## config.mk

```make
export PLATFORM = sky130hd
export DESIGN_NAME = spi_cmd_shifter
export DESIGN_NICKNAME = d
export VERILOG_FILES = /design/src/rtl/scs_pkg.sv /design/src/rtl/scs_tick_gen.sv /design/src/rtl/scs_tx_shifter.sv /design/src/rtl/scs_rx_bank.sv /design/src/rtl/scs_ctrl.sv /design/src/rtl/spi_cmd_shifter.sv
export SDC_FILE = /design/constraint.sdc
export NUM_CORES = 1
export LEC_CHECK = 0
export BUFFER_PORTS_ARGS = -buffer_cell sky130_fd_sc_hd__buf_2
export CAP_MARGIN = 20
export CELL_PAD_IN_SITES_DETAIL_PLACEMENT = 1
export CELL_PAD_IN_SITES_GLOBAL_PLACEMENT = 1
export CORE_ASPECT_RATIO = 0.5
export CORE_UTILIZATION = 49
export CTS_BUF_LIST = sky130_fd_sc_hd__clkbuf_8 sky130_fd_sc_hd__clkbuf_16
export DETAILED_ROUTE_END_ITERATION = 8
export GPL_TIMING_DRIVEN = 0
export PLACE_DENSITY = 0.88
export SLEW_MARGIN = 20
export SYNTH_ARGS = -nofsm -noshare
export SYNTH_HDL_FRONTEND = slang
export SYNTH_HIERARCHICAL = 1
export SYNTH_SLANG_ARGS = --single-unit
```

## constraint.sdc

```tcl
create_clock -name clk -period 3.85 [get_ports clk]
set_input_delay 0.385 -clock clk [delete_from_list [all_inputs] [get_ports clk]]
set_output_delay 0.385 -clock clk [all_outputs]
set_load 0.01 [all_outputs]
```

## src/rtl/scs_pkg.sv

```systemverilog
package scs_pkg;

  typedef enum logic [1:0] {
    ST_IDLE  = 2'd0,
    ST_LEAD  = 2'd1,
    ST_SHIFT = 2'd2,
    ST_TAIL  = 2'd3
  } scs_state_t;

  typedef enum logic [1:0] {
    OP_NONE = 2'd0,
    OP_PROG = 2'd1,
    OP_RDST = 2'd2,
    OP_WRST = 2'd3
  } scs_op_t;

  localparam logic [7:0] CODE_PROG = 8'h04;
  localparam logic [7:0] CODE_RDST = 8'h02;
  localparam logic [7:0] CODE_WRST = 8'h20;

endpackage

```

## src/rtl/scs_tick_gen.sv

```systemverilog
module scs_tick_gen #(
  parameter int HALF_DIV = 2
) (
  input  logic clk,
  input  logic rst_n,
  input  logic run,
  output logic tick
);
  localparam int CW = (HALF_DIV > 1) ? $clog2(HALF_DIV) : 1;
  localparam logic [CW-1:0] LAST = CW'(HALF_DIV - 1);

  logic [CW-1:0] cnt_q, cnt_d;

  assign tick = run && (cnt_q == LAST);

  always_comb begin
    cnt_d = cnt_q;
    if (!run || tick) cnt_d = '0;
    else              cnt_d = cnt_q + 1'b1;
  end

  always_ff @(posedge clk or negedge rst_n) begin
    if (!rst_n) cnt_q <= '0;
    else        cnt_q <= cnt_d;
  end
endmodule

```

## src/rtl/scs_tx_shifter.sv

```systemverilog
module scs_tx_shifter #(
  parameter int TXW = 56
) (
  input  logic           clk,
  input  logic           rst_n,
  input  logic           load,
  input  logic [TXW-1:0] load_val,
  input  logic           shift_en,
  output logic           mosi
);
  logic [TXW-1:0] sr_q, sr_d;

  assign mosi = sr_q[TXW-1];

  always_comb begin
    sr_d = sr_q;
    if (load)          sr_d = load_val;
    else if (shift_en) sr_d = {sr_q[TXW-2:0], 1'b0};
  end

  always_ff @(posedge clk or negedge rst_n) begin
    if (!rst_n) sr_q <= '0;
    else        sr_q <= sr_d;
  end
endmodule

```

## src/rtl/scs_rx_bank.sv

```systemverilog
module scs_rx_bank #(
  parameter int NRES = 5
) (
  input  logic              clk,
  input  logic              rst_n,
  input  logic              shift_en,
  input  logic              bit_in,
  output logic [8*NRES-1:0] bank
);
  localparam int RXW = 8 * NRES;

  logic [RXW-1:0] bank_q, bank_d;

  assign bank = bank_q;

  always_comb begin
    bank_d = bank_q;
    if (shift_en) bank_d = {bank_q[RXW-2:0], bit_in};
  end

  always_ff @(posedge clk or negedge rst_n) begin
    if (!rst_n) bank_q <= '0;
    else        bank_q <= bank_d;
  end
endmodule

```

## src/rtl/scs_ctrl.sv

```systemverilog
module scs_ctrl
  import scs_pkg::*;
#(
  parameter int BW = 9
) (
  input  logic          clk,
  input  logic          rst_n,
  input  logic          start,
  input  logic [BW-1:0] total,
  input  logic          tick,
  output logic          busy,
  output logic          sck,
  output logic          cs_n,
  output logic          tx_shift,
  output logic          rx_sample,
  output logic          done
);
  scs_state_t    state_q, state_d;
  logic          sck_q, sck_d;
  logic          csn_q, csn_d;
  logic [BW-1:0] left_q, left_d;

  assign busy = (state_q != ST_IDLE);
  assign sck  = sck_q;
  assign cs_n = csn_q;

  always_comb begin
    state_d   = state_q;
    sck_d     = sck_q;
    csn_d     = csn_q;
    left_d    = left_q;
    tx_shift  = 1'b0;
    rx_sample = 1'b0;
    done      = 1'b0;
    unique case (state_q)
      ST_IDLE: begin
        if (start) begin
          state_d = ST_LEAD;
          csn_d   = 1'b0;
          left_d  = total;
        end
      end
      ST_LEAD: begin
        if (tick) begin
          sck_d     = 1'b1;
          rx_sample = 1'b1;
          state_d   = ST_SHIFT;
        end
      end
      ST_SHIFT: begin
        if (tick) begin
          if (sck_q) begin
            sck_d = 1'b0;
            if (left_q == BW'(1)) begin
              left_d  = '0;
              state_d = ST_TAIL;
            end else begin
              left_d   = left_q - 1'b1;
              tx_shift = 1'b1;
            end
          end else begin
            sck_d     = 1'b1;
            rx_sample = 1'b1;
          end
        end
      end
      ST_TAIL: begin
        if (tick) begin
          csn_d   = 1'b1;
          done    = 1'b1;
          state_d = ST_IDLE;
        end
      end
      default: state_d = ST_IDLE;
    endcase
  end

  always_ff @(posedge clk or negedge rst_n) begin
    if (!rst_n) begin
      state_q <= ST_IDLE;
      sck_q   <= 1'b0;
      csn_q   <= 1'b1;
      left_q  <= '0;
    end else begin
      state_q <= state_d;
      sck_q   <= sck_d;
      csn_q   <= csn_d;
      left_q  <= left_d;
    end
  end
endmodule

```

## src/rtl/spi_cmd_shifter.sv

```systemverilog
module spi_cmd_shifter
  import scs_pkg::*;
#(
  parameter int         HALF_DIV = 2,
  parameter int         NDATA    = 6,
  parameter int         NRES     = 5,
  parameter int         CNT_W    = 8,
  parameter int         AW       = 5,
  parameter logic [7:0] RDST_OP  = 8'h05,
  parameter logic [7:0] WRST_OP  = 8'h01
) (
  input  logic          clk,
  input  logic          rst_n,
  input  logic          wr_en,
  input  logic [AW-1:0] wr_addr,
  input  logic [7:0]    wr_data,
  input  logic [AW-1:0] rd_addr,
  output logic [7:0]    rd_data,
  output logic          sck,
  output logic          cs_n,
  output logic          mosi,
  input  logic          miso
);
  localparam int TXW       = 8 * (NDATA + 1);
  localparam int STW       = 8 * NDATA;
  localparam int RXW       = 8 * NRES;
  localparam int BW        = CNT_W + 1;
  localparam int A_CMD     = 0;
  localparam int A_CNT     = 1;
  localparam int A_STAT    = 2;
  localparam int DATA_BASE = 8;
  localparam int RES_BASE  = DATA_BASE + 8;

  logic [7:0]       cmd_q, cmd_d;
  logic [CNT_W-1:0] cnt_q, cnt_d;
  logic [7:0]       stat_q, stat_d;
  logic [7:0]       data_q [NDATA];
  logic [7:0]       data_d [NDATA];

  logic             busy, tick, done, tx_shift, rx_sample;
  logic             cmd_wr_hit, cfg_wr, accept;
  scs_op_t          op_w;
  logic [BW-1:0]    total_w;
  logic [STW-1:0]   stack_w;
  logic [TXW-1:0]   tx_load_w;
  logic [RXW-1:0]   bank_w;

  // data stack, highest register on top
  always_comb begin
    for (int i = 0; i < NDATA; i++) stack_w[8*i +: 8] = data_q[i];
  end

  // command decode and transfer sizing
  assign cmd_wr_hit = wr_en && (wr_addr == AW'(A_CMD));
  assign cfg_wr     = wr_en && !busy;

  always_comb begin
    op_w      = OP_NONE;
    total_w   = '0;
    tx_load_w = '0;
    unique case (wr_data)
      CODE_PROG: begin
        op_w      = OP_PROG;
        total_w   = {1'b0, cnt_q};
        tx_load_w = {stack_w, 8'h00};
      end
      CODE_RDST: begin
        op_w      = OP_RDST;
        total_w   = BW'(16);
        tx_load_w = {RDST_OP, {STW{1'b0}}};
      end
      CODE_WRST: begin
        op_w      = OP_WRST;
        total_w   = {1'b0, cnt_q} + BW'(8);
        tx_load_w = {WRST_OP, stack_w};
      end
      default: op_w = OP_NONE;
    endcase
  end

  assign accept = cmd_wr_hit && !busy && (op_w != OP_NONE) && (total_w != '0);

  // register file next state
  always_comb begin
    cmd_d  = cmd_q;
    cnt_d  = cnt_q;
    stat_d = stat_q;
    for (int i = 0; i < NDATA; i++) data_d[i] = data_q[i];

    if (accept) cmd_d = wr_data;
    else if (done) cmd_d = '0;

    if (done && (cmd_q == CODE_RDST)) stat_d = bank_w[7:0];

    if (cfg_wr && (wr_addr == AW'(A_CNT))) cnt_d = wr_data[CNT_W-1:0];
    for (int i = 0; i < NDATA; i++) begin
      if (cfg_wr && (wr_addr == AW'(DATA_BASE + i))) data_d[i] = wr_data;
    end
  end

  always_ff @(posedge clk or negedge rst_n) begin
    if (!rst_n) begin
      cmd_q  <= '0;
      cnt_q  <= '0;
      stat_q <= '0;
      for (int i = 0; i < NDATA; i++) data_q[i] <= '0;
    end else begin
      cmd_q  <= cmd_d;
      cnt_q  <= cnt_d;
      stat_q <= stat_d;
      for (int i = 0; i < NDATA; i++) data_q[i] <= data_d[i];
    end
  end

  // read mux
  always_comb begin
    rd_data = '0;
    if (rd_addr == AW'(A_CMD))  rd_data = cmd_q;
    if (rd_addr == AW'(A_CNT))  rd_data = 8'(cnt_q);
    if (rd_addr == AW'(A_STAT)) rd_data = stat_q;
    for (int i = 0; i < NDATA; i++) begin
      if (rd_addr == AW'(DATA_BASE + i)) rd_data = data_q[i];
    end
    for (int k = 0; k < NRES; k++) begin
      if (rd_addr == AW'(RES_BASE + k)) rd_data = bank_w[8*k +: 8];
    end
  end

  scs_tick_gen #(.HALF_DIV(HALF_DIV)) u_tick (
    .clk   (clk),
    .rst_n (rst_n),
    .run   (busy),
    .tick  (tick)
  );

  scs_ctrl #(.BW(BW)) u_ctrl (
    .clk       (clk),
    .rst_n     (rst_n),
    .start     (accept),
    .total     (total_w),
    .tick      (tick),
    .busy      (busy),
    .sck       (sck),
    .cs_n      (cs_n),
    .tx_shift  (tx_shift),
    .rx_sample (rx_sample),
    .done      (done)
  );

  scs_tx_shifter #(.TXW(TXW)) u_tx (
    .clk      (clk),
    .rst_n    (rst_n),
    .load     (accept),
    .load_val (tx_load_w),
    .shift_en (tx_shift),
    .mosi     (mosi)
  );

  scs_rx_bank #(.NRES(NRES)) u_rx (
    .clk      (clk),
    .rst_n    (rst_n),
    .shift_en (rx_sample),
    .bit_in   (miso),
    .bank     (bank_w)
  );
endmodule

```

==> run metrics, run 1 <==
most used flip-flop cell after synthesis dfrtp_1; Seq. cell area approximately 4600 sq um; n_diodes 0; syn nets between 900 and 1,000; largest net degree at the start of global routing about 110; Die Footprint ~21,000 sq um; Worst EP required 4.19 ns; TritonCTS clock tree built; TritonRoute pass-1 iters 8; Yosys cell types 76; Max Fclk approximately 290 MHz; most used cell, CP inv_1; final hold slack between 0.15 and 0.2 ns; HPWL Detailed 23,080 um; Max VDD drop 0.3202 mV; status complete, no violations; endpoints failing setup 0; crit path DAT 3.84 ns; max-cap violations 0; mean post-synth cell area 10.53 sq um; Area after DPL about 11,000 sq um; IO buf count 31; clock sinks 182; Multi-input gate area just under 5000 sq um; first-pass GRT wire length 50,340 um; Critical Path Fanout Max 8; Synth Instances between 900 and 1,000; clk buf depth 2; share of synthesized cell area in full adder, half adder and majority cells ~1%; clock skew approximately 0.0083 ns; Synth Area in XOR/XNOR 0.1752%; period utilisation layout between 90% and 100%; mux share of post-synthesis cell area about a fifth; vias in the first global route between 8,000 and 9,000; CORE AREA approximately 20,000 sq um; Critical Path End Type register; PwrDens between 300 and 400 nW/um^2; Die W approximately 200 um; post-synthesis cell area 9996 sq um; area grow syn2layout 11.32%; Critical Path Source Type register; Worst-Skew Late Latency 0.45 ns; Fin. Hold Viols 0; gr ovfl total 0; DR WL/cell 24.94 um; compound-cell area share of the yosys netlist between 15 and 20%; Slew headroom between 20% and 30%; type of the tightest min-delay check in -> reg; P_leak between 4 and 5 nW; routability cong. 0.9491; initial antenna violation count 0; post-synthesis sequential area ratio a little under half; Vias per Instance ~6.4; simple-gate portion of the synthesized area 12.79%; CP Cell Sequence inv_1 > ha_1 > inv_1 > nor4_1 > nand4b_1 > a21oi_2 > nor2b_1 > a211oi_2 > o21ai_0 > a22o_1; layout cells sized above 1 around 21%; final instance area roughly 11,000 sq um; number of enable flip-flop cells after synthesis 0; CTS root buf clkbuf_16; CTS H-tree lvls 4; CP max stage cell nor4_1; Setup Buffers After CTS 0; crit path kind reg -> reg; Die Span Y between 100 and 150 um; commonest non-fill, non-tap cell in the layout dfrtp_1; CTS buffer count 17; Slew Limit Fails 0; final wirelength about 32,000 um; vias post-DR slightly above 8,000; # IOs 33; initial core utilization 50.67%; Synth async-reset ratio 100.0%; final net count between 1,000 and 1,500; largest family of logic cells by synthesized area multiplexers; unrepaired setup endpoints after global routing no; 1st-iter DRT viols between 600 and 700; commonest cells after routing, fill and taps aside dfrtp_1, mux2_2, nand2_1; crit path time final approximately 3.5 ns; DRT antenna net count 0; Seq cells post-synth approximately 180; Worst path max stage delay roughly 0.58 ns; Synth warnings 6; DRC errors left 0; Worst-Margin Slew approximately 1.1 ns; Reg clk slew, reported paths 0.07 ns; Filler Cell Count about 2,200; # rows 36; Tot GR Track Use around 32%
-- sequential cells by signal, summed over array words and instances, names as in the netlist --
register	flops
stat_q	8
u_tx/sr_q	56
u_tick/cnt_q	1
u_ctrl/state_q	2
u_rx/bank	40
u_ctrl/cs_n	1
u_ctrl/sck	1
data_q	48
cnt_q	8
cmd_q	8
u_ctrl/left_q	9
-- worst max-delay path: cells and delay by family, from the launching register on --
kind	cells	cell delay [ns]
adders and majority gates	1	0.29
and+or+nand+nor	3	0.97
DFF	1	0.43
buffers and inverters	2	0.31
AOI/OAI and AO/OA	4	1.40
-- metal layers --
layer / vias up / wire [um] / share of wire [%] / track usage [%]
met1: 4199 / 14460 / 45 / 43.64
met3: 66 / 2017 / 6.3 / 6.637
met2: 305 / 14650 / 46 / 52.17
li1: 3572 / - / - / -
met4: 0 / 769 / 2.4 / 11.25
met5: - / 0 / 0 / 0
-- where the power goes --
| part | switching, W | internal, W | leakage, nW |
|---|---|---|---|
| clock | 0.000801 | 0.000979 | 0.288 |
| sequential | 0.0000127 | 0.00192 | 2.25 |
| combinational | 0.000163 | 0.0000707 | 2.10 |
| total | 0.000976 | 0.00297 | 4.64 |
-- final timing paths --
kind / from / endpoint / slack, ns / cells after the start
max: u_ctrl/state_q[0] / u_ctrl/left_q[8] / 0.35 / 10
min: miso / u_rx/bank[0] / 0.17 / 2
min reg2reg: stat_q[3] / stat_q[3] / 0.50 / 2
max in group asynchronous: rst_n / u_tx/sr_q[9] / 2.34 / 3
min in group asynchronous: rst_n / cmd_q[4] / 0.54 / 2
max reg2reg: u_ctrl/state_q[0] / u_ctrl/left_q[8] / 0.35 / 10
-- kinds of logic (layout without fill, tap and decap cells) --
kind of cell | after synthesis | in the layout
AOI/OAI and AO/OA | 254 | 254
and+or+nand+nor | 241 | 241
DFF | 182 | 182
muxes | 172 | 172
buffers and inverters | 90 | 154
adders and majority gates | 8 | 8
xor gates and xnor gates | 2 | 2
-- what timing repair did --
action,4_1_cts,5_1_grt
hold buffers,1,0
endpoints found under the setup margin,4,4
pin swaps,0,0
gates resized for setup,1,1
endpoints found under the hold margin,76,0
gates cloned,0,0
-- final cells by class --
cell class,count,share of cell area (%)
timing repair buffer,33,1.822
tap,266,2.991
sequential,182,40.94
clock inverter,13,1.327
multi-input combinational,677,44.54
buffer,68,3.688
inverter,22,0.7422
clock buffer,18,3.947
-- through the flow --
step	util, %	setup WS [ns]	TNS (ns)	total power (W)	instances
2_1_floorplan	-	0.9100	0	0.002076	949
3_3_place_gp	53.14	-0.4156	-70.50	0.002184	1246
3_5_place_dp	53.33	-0.1520	-0.5695	0.002197	1247
4_1_cts	56.38	0.1825	0	0.003959	1279
5_1_grt	56.40	0.1670	0	0.004060	1279
6_report	56.40	0.3493	0	0.003947	1279
-- cells in the mapped netlist, drive strengths merged, types with 3 or more instances --
cell type,instances,share of area [%]
and2,22,1.4
mux2,99,11
o22ai,12,0.81
a21o,3,0.23
clkbuf,33,1.3
nor2b,13,0.81
a32oi,4,0.35
a221oi,4,0.35
ha,8,1.0
o2bb2ai,4,0.35
o31ai,3,0.23
buf,35,2.9
o21ai,117,6.0
mux2i,70,7.0
a211oi,3,0.23
nand2b,11,0.69
or3,4,0.25
nand3,12,0.60
nor3b,8,0.60
a22o,42,3.7
inv,22,0.83
a2bb2oi,7,0.61
nor3,9,0.61
mux4,3,0.68
or4,5,0.45
nand2,90,3.5
a22oi,3,0.23
a21oi,20,1.0
a211o,3,0.26
nand3b,5,0.38
o32ai,7,0.61
dfrtp,181,45
nor2,37,1.4
a31oi,9,0.56
or3b,3,0.26
nor4,7,0.65
Note: power is estimated with default switching activity, not from simulation.
==> inputs of run 2 (changes only) <==
==> constraint.sdc (replaced) <==
create_clock -name clk -period 4.28 [get_ports clk]
set_input_delay 0.428 -clock clk [delete_from_list [all_inputs] [get_ports clk]]
set_output_delay 0.428 -clock clk [all_outputs]
set_load 0.01 [all_outputs]
==> run metrics, run 2 (synthesized netlist as in run 1, its figures left out) <==
commonest cells after routing, fill and taps aside dfrtp_1, mux2_2, nand2_1; period utilisation layout 87.80%; 1st-iter DRT viols between 600 and 700; routability cong. between 0.9 and 1; TritonCTS clock tree built; setup TNS 0 ns; largest net degree at the start of global routing roughly 110; PwrDens around 320 nW/um^2; CP Cell Sequence inv_1 > ha_1 > inv_1 > nor4_1 > nand4b_1 > a21oi_1 > nor2b_1 > a211oi_2 > o21ai_0 > a22o_1; Worst EP required 4.62 ns; endpoints failing setup 0; # rows 36; n_diodes 0; Filler Cell Count about 2,200; Fin. Hold Viols 0; Die Footprint about 21,000 sq um; CORE AREA approximately 20,000 sq um; status complete, no violations; Worst-Skew Late Latency around 0.45 ns; Max VDD drop 0.2879 mV; clock skew ~0.0093 ns; crit path DAT approximately 4.1 ns; final net count 1,031; r2r setup slk approximately 0.52 ns; max-cap violations 0; Tot GR Track Use approximately a third; clock sinks 182; Reg clk slew, reported paths about 0.07 ns; PnR worst setup slack around 0.52 ns; vias post-DR ~8,100; Critical Path Fanout Max 8; Worst path max stage delay ~0.71 ns; HPWL Detailed roughly 23,000 um; layout cells sized above 1 a little over a fifth; Top reg by flops u_tx/sr_q; gr ovfl total 0; crit path kind reg -> reg; clk buf depth 2; Die W approximately 200 um; Slew Limit Fails 0; unrepaired setup endpoints after global routing no; TritonRoute pass-1 iters 5; DRT antenna net count 0; initial core utilization about 50%; crit path time final roughly 3.8 ns; DRC errors left 0; area grow syn2layout 11.28%; Vias per Instance ~6.4; Slew headroom between 20% and 30%; first-pass GRT wire length roughly 50,000 um; Place WS ~0.24 ns; # IOs 33; CTS root buf clkbuf_16; Max Fclk 266.1 MHz; commonest non-fill, non-tap cell in the layout dfrtp_1; Worst-Margin Slew between 1 and 1.5 ns; max reg flops 56; most used cell, CP inv_1; Total Power Consumption around 0.0036 W; initial antenna violation count 0; type of the tightest min-delay check in -> reg; IO buf count 31; Die Span Y between 100 and 150 um; Critical Path Source Type register; vias in the first global route approximately 8,500; CTS H-tree lvls 4; P_leak between 4 and 5 nW; CTS buffer count 17; DR WL/cell 24.98 um; final wirelength 31,950 um; CP max stage cell a21oi_1; Critical Path End Type register
[run 2: stage by stage]
step | hold slack (ns) | cell area (sq um) | utilization, % | std cells
2_1_floorplan | 0.1324 | 9996 | - | 949
3_3_place_gp | 0.4674 | 10480 | 53.14 | 1246
3_5_place_dp | 0.4630 | 10520 | 53.33 | 1247
4_1_cts | 0.2020 | 11120 | 56.35 | 1279
5_1_grt | 0.2107 | 11120 | 56.38 | 1279
6_report | 0.2127 | 11120 | 56.38 | 1279
[run 2: power by group]
group / switching [W] / internal (W) / leakage [nW] / total, W
registers: 0.0000114 / 0.00173 / 2.25 / 0.00174
clock network: 0.000722 / 0.000881 / 0.288 / 0.00160
logic: 0.000147 / 0.0000635 / 2.10 / 0.000210
total: 0.000880 / 0.00267 / 4.64 / 0.00355
[run 2: routing by layer]
layer	wire length, um	up-vias	global-route usage (%)
met5	0	-	0
met4	867	0	11.25
met3	1946	75	6.637
met2	14560	318	52.17
met1	14580	4168	43.62
li1	-	3581	-
[run 2: worst paths after layout]
check / start / to / cells after the start
hold reg to reg: stat_q[3] / stat_q[3] / 2
max in group asynchronous: rst_n / u_tx/sr_q[15] / 3
hold / removal: miso / u_rx/bank[0] / 2
setup / recovery: u_ctrl/state_q[0] / u_ctrl/left_q[5] / 10
setup reg to reg: u_ctrl/state_q[0] / u_ctrl/left_q[5] / 10
min in group asynchronous: rst_n / u_rx/bank[1] / 2
[run 2: cell type report]
cell class	instances	area, sq um	area share (%)
tap	266	332.8	2.992
timing repair buffer	33	202.7	1.822
clock buffer	18	439.2	3.948
sequential	182	4556	40.96
clock inverter	13	147.6	1.327
inverter	22	82.58	0.7424
buffer	68	410.4	3.690
multi-input combinational	677	4952	44.52
[run 2: repair_timing]
action	in CTS	in global routing
hold endpoints to repair	76	0
hold buffers	1	0
setup buffers	0	0
setup endpoints to repair	0	2
resized for setup	0	1
[run 2: critical path: cells and delay by family, from the launching register on]
family / cells / cell delay (ns)
AO/OA/AOI/OAI: 4 / 1.65
AND/OR/NAND/NOR: 3 / 0.99
flip-flops: 1 / 0.42
buffers and inverters: 2 / 0.30
adder cells (fa/ha/maj): 1 / 0.28
